===== config.mk =====
export PLATFORM = sky130hd
export DESIGN_NAME = spi_sck_gen
export DESIGN_NICKNAME = d
export VERILOG_FILES = /design/src/rtl/spi_sck_pkg.sv /design/src/rtl/spi_sck_prescaler.sv /design/src/rtl/spi_sck_phase_timer.sv /design/src/rtl/spi_sck_wave.sv /design/src/rtl/spi_sck_gen.sv
export SDC_FILE = /design/constraint.sdc
export NUM_CORES = 1
export LEC_CHECK = 0
export BUFFER_PORTS_ARGS = -buffer_cell sky130_fd_sc_hd__buf_2
export CORE_ASPECT_RATIO = 0.75
export CORE_MARGIN = 2
export CORE_UTILIZATION = 50
export CTS_CLUSTER_SIZE = 20
export DETAILED_ROUTE_END_ITERATION = 8
export PLACE_DENSITY = 0.7
export SLEW_MARGIN = 20
export SYNTH_ARGS = -nofsm -noshare
export SYNTH_HDL_FRONTEND = slang
export SYNTH_SLANG_ARGS = --single-unit

===== constraint.sdc =====
create_clock -name clk -period 1.83 [get_ports clk]
set_input_delay 0.366 -clock clk [delete_from_list [all_inputs] [get_ports clk]]
set_output_delay 0.366 -clock clk [all_outputs]
set_load 0.02 [all_outputs]

===== src/rtl/spi_sck_pkg.sv =====
package spi_sck_pkg;

  // Which half of the current bit the generator is in
  typedef enum logic {
    HALF_LEAD  = 1'b0,
    HALF_TRAIL = 1'b1
  } half_e;

  // Strobe pair emitted on an SCK edge
  typedef struct packed {
    logic sample;
    logic shift;
  } stb_t;

  // Strobe kind for an edge: lead edge samples when cpha is 0, trail edge samples when cpha is 1
  function automatic stb_t edge_role(input half_e half, input logic cpha);
    stb_t s;
    s.sample = (half == HALF_LEAD) ? ~cpha : cpha;
    s.shift  = ~s.sample;
    return s;
  endfunction

endpackage


===== src/rtl/spi_sck_prescaler.sv =====
module spi_sck_prescaler #(
  parameter int SCALE_W   = 4,
  parameter int MAX_SCALE = 8,
  localparam int PRE_W    = (MAX_SCALE > 0) ? MAX_SCALE : 1
) (
  input  logic               clk,
  input  logic               rst_n,
  input  logic               run,
  input  logic               clr,
  input  logic [SCALE_W-1:0] scale,
  output logic               tick
);

  localparam logic [SCALE_W-1:0] SCALE_CAP = SCALE_W'(MAX_SCALE);

  logic [SCALE_W-1:0] eff_scale;
  logic [PRE_W:0]     div_w;
  logic [PRE_W:0]     div_m1_w;
  logic [PRE_W-1:0]   terminal;
  logic [PRE_W-1:0]   cnt_q, cnt_d;

  // Clamp the exponent, then derive the last count value of one base period
  always_comb begin
    eff_scale = (scale > SCALE_CAP) ? SCALE_CAP : scale;
    div_w     = {{PRE_W{1'b0}}, 1'b1} << eff_scale;
    div_m1_w  = div_w - {{PRE_W{1'b0}}, 1'b1};
    terminal  = div_m1_w[PRE_W-1:0];
  end

  always_comb begin
    tick  = run && (cnt_q == terminal);
    cnt_d = cnt_q;
    if (clr || !run) begin
      cnt_d = '0;
    end else if (tick) begin
      cnt_d = '0;
    end else begin
      cnt_d = cnt_q + 1'b1;
    end
  end

  always_ff @(posedge clk or negedge rst_n) begin
    if (!rst_n) begin
      cnt_q <= '0;
    end else begin
      cnt_q <= cnt_d;
    end
  end

  // the divider count never passes the end of a base period
  a_r2_cnt_bound: assert property (@(posedge clk) disable iff (!rst_n)
    run |-> (cnt_q <= terminal));

  // an idle divider rests at zero
  a_r2_idle_zero: assert property (@(posedge clk) disable iff (!rst_n)
    !run |=> (cnt_q == '0));

endmodule


===== src/rtl/spi_sck_phase_timer.sv =====
module spi_sck_phase_timer #(
  parameter int CNT_W = 8
) (
  input  logic             clk,
  input  logic             rst_n,
  input  logic             run,
  input  logic             clr,
  input  logic             tick,
  input  logic [CNT_W-1:0] len_code,
  output logic             expire
);

  logic [CNT_W-1:0] len_m1;
  logic [CNT_W-1:0] cnt_q, cnt_d;

  // A code of zero wraps to all ones, giving 2^CNT_W ticks
  always_comb begin
    len_m1 = len_code - 1'b1;
    expire = run && tick && (cnt_q == len_m1);
    cnt_d  = cnt_q;
    if (clr || !run) begin
      cnt_d = '0;
    end else if (tick) begin
      cnt_d = expire ? '0 : cnt_q + 1'b1;
    end
  end

  always_ff @(posedge clk or negedge rst_n) begin
    if (!rst_n) begin
      cnt_q <= '0;
    end else begin
      cnt_q <= cnt_d;
    end
  end

  // a phase never counts beyond its programmed length
  a_r3_phase_bound: assert property (@(posedge clk) disable iff (!rst_n)
    run |-> (cnt_q <= len_m1));

  // the count restarts after each phase ends
  a_r3_restart: assert property (@(posedge clk) disable iff (!rst_n)
    expire |=> (cnt_q == '0));

endmodule


===== src/rtl/spi_sck_wave.sv =====
module spi_sck_wave
  import spi_sck_pkg::*;
#(
  parameter int BIT_W = 6
) (
  input  logic             clk,
  input  logic             rst_n,
  input  logic             start,
  input  logic             stop,
  input  logic             expire,
  input  logic             cpol_live,
  input  logic             cpha_lat,
  input  logic [BIT_W-1:0] bits_live,
  output logic             accept,
  output logic             busy,
  output logic             sck,
  output logic             sample_stb,
  output logic             shift_stb
);

  logic             busy_q, busy_d;
  half_e            half_q, half_d;
  logic [BIT_W-1:0] left_q, left_d;
  logic             sck_q, sck_d;
  stb_t             stb_q, stb_d;
  stb_t             role;

  always_comb begin
    accept = start && !stop && !busy_q && (bits_live != '0);
    role   = edge_role(half_q, cpha_lat);
    busy_d = busy_q;
    half_d = half_q;
    left_d = left_q;
    sck_d  = sck_q;
    stb_d  = '0;
    if (!busy_q) begin
      sck_d = cpol_live;
      if (accept) begin
        busy_d = 1'b1;
        half_d = HALF_LEAD;
        left_d = bits_live;
      end
    end else if (stop) begin
      busy_d = 1'b0;
      sck_d  = cpol_live;
    end else if (expire) begin
      sck_d = ~sck_q;
      stb_d = role;
      if (half_q == HALF_LEAD) begin
        half_d = HALF_TRAIL;
      end else begin
        half_d = HALF_LEAD;
        left_d = left_q - 1'b1;
        if (left_q == {{(BIT_W-1){1'b0}}, 1'b1}) begin
          busy_d = 1'b0;
        end
      end
    end
  end

  always_ff @(posedge clk or negedge rst_n) begin
    if (!rst_n) begin
      busy_q <= 1'b0;
      half_q <= HALF_LEAD;
      left_q <= '0;
      sck_q  <= 1'b0;
      stb_q  <= '0;
    end else begin
      busy_q <= busy_d;
      half_q <= half_d;
      left_q <= left_d;
      sck_q  <= sck_d;
      stb_q  <= stb_d;
    end
  end

  assign busy       = busy_q;
  assign sck        = sck_q;
  assign sample_stb = stb_q.sample;
  assign shift_stb  = stb_q.shift;

  // never both strobes at once
  a_r5_one_strobe: assert property (@(posedge clk) disable iff (!rst_n)
    !(stb_q.sample && stb_q.shift));

  // a strobe coincides with an SCK transition
  a_r5_strobe_on_edge: assert property (@(posedge clk) disable iff (!rst_n)
    (stb_q.sample || stb_q.shift) |-> (sck_q != $past(sck_q)));

  // during a transfer SCK moves only together with a strobe
  a_r5_edge_has_strobe: assert property (@(posedge clk) disable iff (!rst_n)
    ($past(busy_q) && !$past(stop) && (sck_q != $past(sck_q))) |-> (stb_q.sample || stb_q.shift));

  // no strobe outside a transfer
  a_r1_quiet_idle: assert property (@(posedge clk) disable iff (!rst_n)
    (!busy_q && !$past(busy_q)) |-> !(stb_q.sample || stb_q.shift));

  // a transfer opens at the idle level
  a_r4_open_idle: assert property (@(posedge clk) disable iff (!rst_n)
    $rose(busy_q) |-> (sck_q == $past(cpol_live)));

  // stop ends a transfer on the next clock
  a_r7_stop_ends: assert property (@(posedge clk) disable iff (!rst_n)
    (busy_q && stop) |=> (!busy_q && !stb_q.sample && !stb_q.shift));

  // a stop at the same time as start keeps the block idle
  a_r9_stop_wins: assert property (@(posedge clk) disable iff (!rst_n)
    (!busy_q && start && stop) |=> !busy_q);

endmodule


===== src/rtl/spi_sck_gen.sv =====
module spi_sck_gen #(
  parameter int SCALE_W   = 4,
  parameter int MAX_SCALE = 8,
  parameter int CNT_W     = 8,
  parameter int BIT_W     = 6
) (
  input  logic               clk,
  input  logic               rst_n,
  input  logic [SCALE_W-1:0] cfg_scale,
  input  logic [CNT_W-1:0]   cfg_hi,
  input  logic [CNT_W-1:0]   cfg_lo,
  input  logic               cfg_cpol,
  input  logic               cfg_cpha,
  input  logic [BIT_W-1:0]   cfg_bits,
  input  logic               start,
  input  logic               stop,
  output logic               sck,
  output logic               sck_oe,
  output logic               sample_stb,
  output logic               shift_stb
);

  logic rst_meta, rst_sync;

  // Assert asynchronously, release on the clock
  always_ff @(posedge clk or negedge rst_n) begin
    if (!rst_n) begin
      rst_meta <= 1'b0;
      rst_sync <= 1'b0;
    end else begin
      rst_meta <= 1'b1;
      rst_sync <= rst_meta;
    end
  end

  logic               accept, busy, tick, expire, sck_i;
  logic               restart;
  logic [SCALE_W-1:0] lat_scale;
  logic [CNT_W-1:0]   lat_hi, lat_lo;
  logic               lat_cpha;
  logic [CNT_W-1:0]   len_code;

  // Settings are captured only when a transfer is accepted
  always_ff @(posedge clk or negedge rst_sync) begin
    if (!rst_sync) begin
      lat_scale <= '0;
      lat_hi    <= '0;
      lat_lo    <= '0;
      lat_cpha  <= 1'b0;
    end else if (accept) begin
      lat_scale <= cfg_scale;
      lat_hi    <= cfg_hi;
      lat_lo    <= cfg_lo;
      lat_cpha  <= cfg_cpha;
    end
  end

  always_comb begin
    restart  = accept || stop;
    len_code = sck_i ? lat_hi : lat_lo;
  end

  spi_sck_prescaler #(
    .SCALE_W   (SCALE_W),
    .MAX_SCALE (MAX_SCALE)
  ) u_pre (
    .clk   (clk),
    .rst_n (rst_sync),
    .run   (busy),
    .clr   (restart),
    .scale (lat_scale),
    .tick  (tick)
  );

  spi_sck_phase_timer #(
    .CNT_W (CNT_W)
  ) u_phase (
    .clk      (clk),
    .rst_n    (rst_sync),
    .run      (busy),
    .clr      (restart),
    .tick     (tick),
    .len_code (len_code),
    .expire   (expire)
  );

  spi_sck_wave #(
    .BIT_W (BIT_W)
  ) u_wave (
    .clk        (clk),
    .rst_n      (rst_sync),
    .start      (start),
    .stop       (stop),
    .expire     (expire),
    .cpol_live  (cfg_cpol),
    .cpha_lat   (lat_cpha),
    .bits_live  (cfg_bits),
    .accept     (accept),
    .busy       (busy),
    .sck        (sck_i),
    .sample_stb (sample_stb),
    .shift_stb  (shift_stb)
  );

  assign sck    = sck_i;
  assign sck_oe = busy;

  // captured settings hold for the whole transfer
  a_r8_cfg_hold: assert property (@(posedge clk) disable iff (!rst_sync)
    (busy && $past(busy)) |-> ($stable(lat_scale) && $stable(lat_hi) && $stable(lat_lo) && $stable(lat_cpha)));

  // the drive enable rises only on an accepted start
  a_r10_oe_rise: assert property (@(posedge clk) disable iff (!rst_sync)
    $rose(sck_oe) |-> $past(accept));

endmodule


---- After elaboration in Yosys (flattened, before gate mapping) ----
Cells that the tools add are included.
word-level totals
  flip-flop bits (word level) ............. 50
  bits of input ports ..................... 32
  output and inout bits ................... 4
  word-level logic and storage cells ...... 76
operators by class
  add/subtract/negate cells ............... 5
  order comparisons ....................... 1
  equal/unequal tests ..................... 7
  shifts and indexed selects .............. 1
  muxes and demuxes ....................... 30
  bitwise gates (word level) .............. 3
  reduce and logical (&&, ||, !) cells .... 15
operator list
  operator                                             count
  two-way mux 8 bit                                    6
  two-way mux 6 bit                                    5
  adder 8 x 1 -> 8 bit, second input constant          2
  equality test 8 bit                                  2
  subtractor 8 x 1 -> 8 bit, second input constant     2
  two-way mux 1 bit                                    15
  left shift 1 x 4 -> 8 bit, first input constant      1
  equality test 6 x 1 -> 1 bit, second input constant  1
  logical AND 1 bit                                    6
  two-way mux 2 bit                                    3
  != test 2 bit, second input constant                 3
  nonzero test 6 bit                                   1
  subtractor 6 x 1 -> 6 bit, second input constant     1
  > comparator 4 bit, second input constant            1
  two-way mux 4 bit                                    1
  AND reduction 4 bit                                  1
  nonzero test 2 bit                                   2
  != test 3 bit, second input constant                 1
  inverter 1 bit                                       3
  AND reduction 3 bit                                  1
  logical NOT 1 bit                                    2
  logical OR 1 bit                                     2

---- Longest topological paths before layout ----
  depth after elaboration ................. 11
  depth in mapped cells ................... 12

---- Hierarchy ----
From an unflattened synthesis, not the netlist that was laid out.
second synthesis, totals
  cells, all modules ...................... 289
  area, all modules ....................... 3014.1 µm²
by module, submodules not included
  module               times used  cells an instance  area each (µm²)  seq. area each (µm²)
  spi_sck_gen          1           57                 939.7            575.6
  spi_sck_phase_timer  1           87                 734.5            200.2
  spi_sck_wave         1           74                 690.7            275.3
  spi_sck_prescaler    1           71                 649.4            200.2

---- Least setup slack after synthesis ----
Ideal clock, no wire load.
  path type ............................... reg-to-reg
  start ................................... register u_wave.sck_q (netlist: u_wave.sck)
  end ..................................... register u_wave.left_q[3]
  data arrival time ....................... 2935 ps
  required time ........................... 1697 ps
  path slack .............................. -1238 ps
  stages on the path, launching flop included .. 13
  path buffers ............................ 3
  clock period less this slack ............ 3068 ps
  cell sequence ........................... dfrtp_1 -> buf_6 -> buf_4 -> mux2i_1 -> ha_1 -> xnor2_1 -> nand2_1 -> nor4_1 -> o31ai_1 -> or4_1 -> buf_2 -> o41ai_1 -> a21oi_1
on the way
  word-level cells in the longest chain between the ends .. 6
RTL lines
  what                                  RTL line                   RTL
  start: declaration                    spi_sck_wave.sv:24         logic sck_q, sck_d;
  start signal: assignment              spi_sck_wave.sv:72         sck_q <= sck_d;
  two-way mux 8 bit                     spi_sck_gen.sv:60          len_code = sck_i ? lat_hi : lat_lo;
  subtractor 8 x 1 -> 8 bit             spi_sck_phase_timer.sv:18  len_m1 = len_code - 1'b1;
  equality test 8 bit                   spi_sck_phase_timer.sv:19  expire = run && tick && (cnt_q == len_m1);
  logical AND 1 bit                     spi_sck_phase_timer.sv:19
  != test 2 bit (no source line)        --
  AND reduction 4 bit (no source line)  --
  end signal: assignment                spi_sck_wave.sv:71         left_q <= left_d;
  end: declaration                      spi_sck_wave.sv:23         logic [BIT_W-1:0] left_q, left_d;
No other way between the ends.
A chain may end at the register's enable or synchronous reset.

==> PnR_summary.wiki <==
{| class="wikitable"
! Metric !! Value
|-
| Clock buffer count from CTS || 5
|-
| Worst-path maximum fanout || 7
|-
| Critical Path, Cell by Cell || buf_12 -> nor4_4 -> nor2_1 -> or3b_1 -> a311o_1 -> and2_4 -> or4b_4 -> nor3b_2
|-
| Clock latency on the worst-skew pair || 310 ps
|-
| Element type at the critical path start || flip-flop
|-
| Remaining antenna violation count after routing || 0
|-
| Count of pins over their slew limit || 0
|-
| Clock share of power || 21.4%
|-
| Cell variety after synth || 54
|-
| Wire length of the first global-routing pass || 13800 microns
|-
| Static Leakage || 1.94 nW
|-
| TritonCTS clock tree || yes
|-
| All-Layer GR Usage || about a quarter
|-
| Post-synth top flop || sky130_fd_sc_hd__dfrtp_1
|-
| Power, Total || between 0.003 and 0.004 W
|-
| Layout filler cell count || 420
|-
| Area used by multi-input combinational logic || between 2000 and 2500 sq um
|-
| Post-synth EDFFs || 0
|-
| FFs w/ async S/R, synth || between 90% and 100%
|-
| Total grt overflow || 0
|-
| Violations in the final reports || setup timing
|-
| Multiplexer share of the synthesized area || 3.00%
|-
| Area taken by flip-flops and latches || 1250 sq um
|-
| Setup violation total in the final timing report || 27
|-
| Setup repair after global routing missed its margin || true
|-
| Wire length reported by the detailed router || roughly 8900 microns
|-
| Initial antenna violation count || 0
|-
| Critical path's largest stage delay || ~560 ps
|-
| Switching Power || 0.00143 W
|-
| Nature of the critical path endpoint || flip-flop
|-
| Run status || finished, violations left
|-
| Area growth from synthesis to layout || 40.5%
|-
| Final non-filler cell total || 522
|-
| Number of standard cells after synthesis || between 300 and 400
|-
| Via count of the first global-routing pass || 2976
|-
| Highest achievable clock rate || 365 MHz
|-
| DR WL/cell || 17.0 microns
|-
| Vertical die dimension || 71.5 microns
|-
| Power share of the sequential group || 37.4%
|-
| Seq cells post-synth || 50
|-
| Number of input and output port buffers inserted || 35
|-
| Synth Cell Area || 3040 sq um
|-
| Detailed placement HPWL || 6160 microns
|-
| Final setup skew || 14.9 ps
|-
| Worst voltage drop across the vdd grid || around 0.69 mV
|-
| Average vias per placed instance || between 5 and 6
|-
| Top-level port count || 36
|-
| Worst Slack Setup Final || -911 ps
|-
| Placed cell count || slightly above 500
|-
| Area of the die || 6730 sq um
|-
| Total nets after synthesis || 388
|-
| Routability congestion estimate from global placement || 0.879
|-
| Number of warning messages in the yosys log || 0
|-
| Power per cell area || 908 nW/um^2
|-
| Layout Nets || 481
|-
| Placement-stage cell area || between 3000 and 4000 sq um
|-
| Area share of xor/xnor cells in the synthesized design || 6.62%
|-
| Classification of the worst setup path || flip-flop to flip-flop
|-
| Net switching fraction of the power || 36.9%
|-
| DRC violation count after routing || 0
|-
| Max-cap viol count || 0
|-
| Clock input transition at the sequential cells of the worst setup and hold paths || 100 ps
|-
| Master cell of the clock root buffer || sky130_fd_sc_hd__clkbuf_8
|-
| CTS sink count || 50
|-
| DR pass1 iterations || 5
|-
| Final Cycle Share || 150%
|-
| Maximum number of buffers from clock root to sink || 2
|-
| Worst Hold Class || flip-flop to asynchronous set/reset pin
|-
| Simple-gate portion of the synthesized area || 28.6%
|-
| Starting Density || roughly half
|-
| Iteration-0 DRC Markers || 178
|-
| Final hold viol count || 0
|-
| Register area share after synthesis || 41.1%
|-
| Commonest non-fill, non-tap cell in the layout || sky130_fd_sc_hd__nand2_1
|-
| Via Count || about 3000
|-
| Worst Path Arrival || 2980 ps
|-
| Width of the chip || 94.1 microns
|-
| Core region area || approximately 6000 sq um
|-
| Maximum number of pins on one net before global-route repair || 27
|-
| Post-synthesis area per instance || 8.69 sq um
|-
| Total number of H-tree levels || 2
|-
| Main combinational cell family by area after synthesis || simple AND/OR/NAND/NOR gates
|-
| Fraction of layout cells with a size suffix above 1 || 39.6%
|-
| Minimum clock period after layout || 2740 ps
|-
| Commonest non-fill, non-tap cells in the layout || sky130_fd_sc_hd__nand2_1 (80), sky130_fd_sc_hd__buf_4 (63), sky130_fd_sc_hd__dfrtp_1 (47)
|-
| Compound-cell area share of the yosys netlist || 14.0%
|-
| Cell with the largest stage delay on the worst path || sky130_fd_sc_hd__or4b_4
|-
| # diodes || 0
|-
| Number of cell rows || 24
|-
| Int Pwr || 0.00245 W
|-
| Layout Cell Area excl Fill || 4270 sq um
|-
| Post-synthesis share of cell area spent on full adders, half adders and majority gates || between 2 and 2.5%
|-
| Required time reported for the critical path endpoint || a little over 2000 ps
|-
| Gate power share || 41.2%
|}
[flip-flops by register name (all words and copies together) (netlist names)]
name,cells
lat_hi,8
lat_lo,8
u_phase.cnt_q,8
u_pre.cnt_q,8
u_wave.left_q,6
lat_scale,4
lat_cpha,1
rst_meta,1
rst_sync,1
u_wave.busy,1
u_wave.half_q,1
u_wave.sample_stb,1
u_wave.sck,1
u_wave.shift_stb,1
[path summary, 6_finish.rpt]
kind                                   startpoint                          end  slack (ps)  cells past startpoint
min reg2reg                    rst_sync$_DFF_PN0_     u_pre.cnt_q[2]$_DFF_PN0_         200                      0
max                        u_wave.sck$_DFFE_PN0P_  u_wave.sample_stb$_DFF_PN0_        -910                      8
max reg2reg                u_wave.sck$_DFFE_PN0P_  u_wave.sample_stb$_DFF_PN0_        -910                      8
max in group asynchronous      rst_sync$_DFF_PN0_       u_wave.sck$_DFFE_PN0P_         970                      1
min in group clk                        cfg_hi[3]        lat_hi[3]$_DFFE_PN0P_         240                      3
min                            rst_sync$_DFF_PN0_     u_pre.cnt_q[2]$_DFF_PN0_         200                      0
[critical path, delay by kind of cell (launching register included)]
family,cells,cell delay (ps)
buffers and inverters,1,180
DFF,1,510
AOI/OAI and AO/OA,1,300
and+or+nand+nor,6,1680
[layer usage]
| layer | vias up | global-route usage, % | wire length, microns |
|---|---|---|---|
| li1 | 1421 | - | - |
| met1 | 1476 | 35.3 | 3910 |
| met2 | 88 | 43.9 | 4470 |
| met3 | 18 | 3.89 | 350 |
| met4 | 0 | 7.73 | 157 |
| met5 | - | 0 | 0 |
[power groups by stage]
stage / registers, W / logic (W) / clock network, W
after floorplan: 0.00141 / 0.000880 / 0
final: 0.00145 / 0.00160 / 0.000831
after global placement: 0.00143 / 0.00130 / 0
after global routing: 0.00147 / 0.00171 / 0.000879
after CTS: 0.00142 / 0.00144 / 0.000835
after detailed placement: 0.00144 / 0.00135 / 0
[stage by stage]
step	worst slack [ps]	hold slack (ps)	util [%]	TNS, ps
CTS	-892	217	70.6	-17260
finish	-911	201	73.0	-18610
detailed placement	-992	156	65.9	-20570
global route	-1010	233	73.0	-21220
global placement	-896	154	65.9	-19390
floorplan	-935	70.4	-	-15690
[final cells by class]
type	count	share of cell area (%)
Multi-Input combinational cell	274	47.5
Tap cell	78	2.28
Clock buffer	7	2.02
Clock inverter	1	0.703
Timing Repair Buffer	106	17.7
Inverter	6	0.527
Sequential cell	50	29.4
[cell usage after synthesis (2+ instances only)]
library cell                 n  area, sq um
sky130_fd_sc_hd__nand2_1    82          308
sky130_fd_sc_hd__nor4b_1     2         17.5
sky130_fd_sc_hd__nor4b_2     2         30.0
sky130_fd_sc_hd__xnor2_1    12          105
sky130_fd_sc_hd__o2111ai_1   2         17.5
sky130_fd_sc_hd__nor4_1      2         12.5
sky130_fd_sc_hd__nor3b_1     3         22.5
sky130_fd_sc_hd__buf_6       2         22.5
sky130_fd_sc_hd__buf_1       2         7.51
sky130_fd_sc_hd__mux2i_1     8         80.1
sky130_fd_sc_hd__or3_1       5         31.3
sky130_fd_sc_hd__and3_1      3         18.8
sky130_fd_sc_hd__nand2b_1    2         12.5
sky130_fd_sc_hd__and2_1      4         25.0
sky130_fd_sc_hd__inv_1       6         22.5
sky130_fd_sc_hd__nor3_1      9         45.0
sky130_fd_sc_hd__ha_1        6         75.1
sky130_fd_sc_hd__o41ai_1     4         35.0
sky130_fd_sc_hd__nor3_2      2         20.0
sky130_fd_sc_hd__o31ai_1     9         67.6
sky130_fd_sc_hd__or4_1       5         37.5
sky130_fd_sc_hd__clkbuf_1   11         41.3
sky130_fd_sc_hd__xor2_1     11         96.3
sky130_fd_sc_hd__nand4_1     3         18.8
sky130_fd_sc_hd__o22ai_1     2         12.5
sky130_fd_sc_hd__o22a_1      3         26.3
sky130_fd_sc_hd__o21ai_0     7         35.0
sky130_fd_sc_hd__nor4_2      2         25.0
sky130_fd_sc_hd__nor2_1     26         97.6
sky130_fd_sc_hd__a21o_1      3         22.5
sky130_fd_sc_hd__a211oi_1    2         15.0
sky130_fd_sc_hd__a21oi_1    14         70.1
sky130_fd_sc_hd__o21ai_1     3         15.0
sky130_fd_sc_hd__dfrtp_1    50         1250
sky130_fd_sc_hd__nand3_1    18         90.1
sky130_fd_sc_hd__o32ai_1     2         17.5
sky130_fd_sc_hd__buf_2       4         20.0
[timing repair]
action | CTS | global route
gates resized for setup | 30 | 20
setup buffers | 2 | 2
pin swaps | 3 | 5
hold endpoints to repair | 2 | 0
hold buffers | 1 | 0
setup endpoints to repair | 27 | 27
[cells by family after synthesis]
group,Yosys count
multiplexers,9
XOR/XNOR,23
other,1
adder cells (fa/ha/maj),6
AO/OA/AOI/OAI,61
AND/OR/NAND/NOR,174
buffers and inverters,26
flip-flops,50
Note: power is estimated with default switching activity, not from simulation.
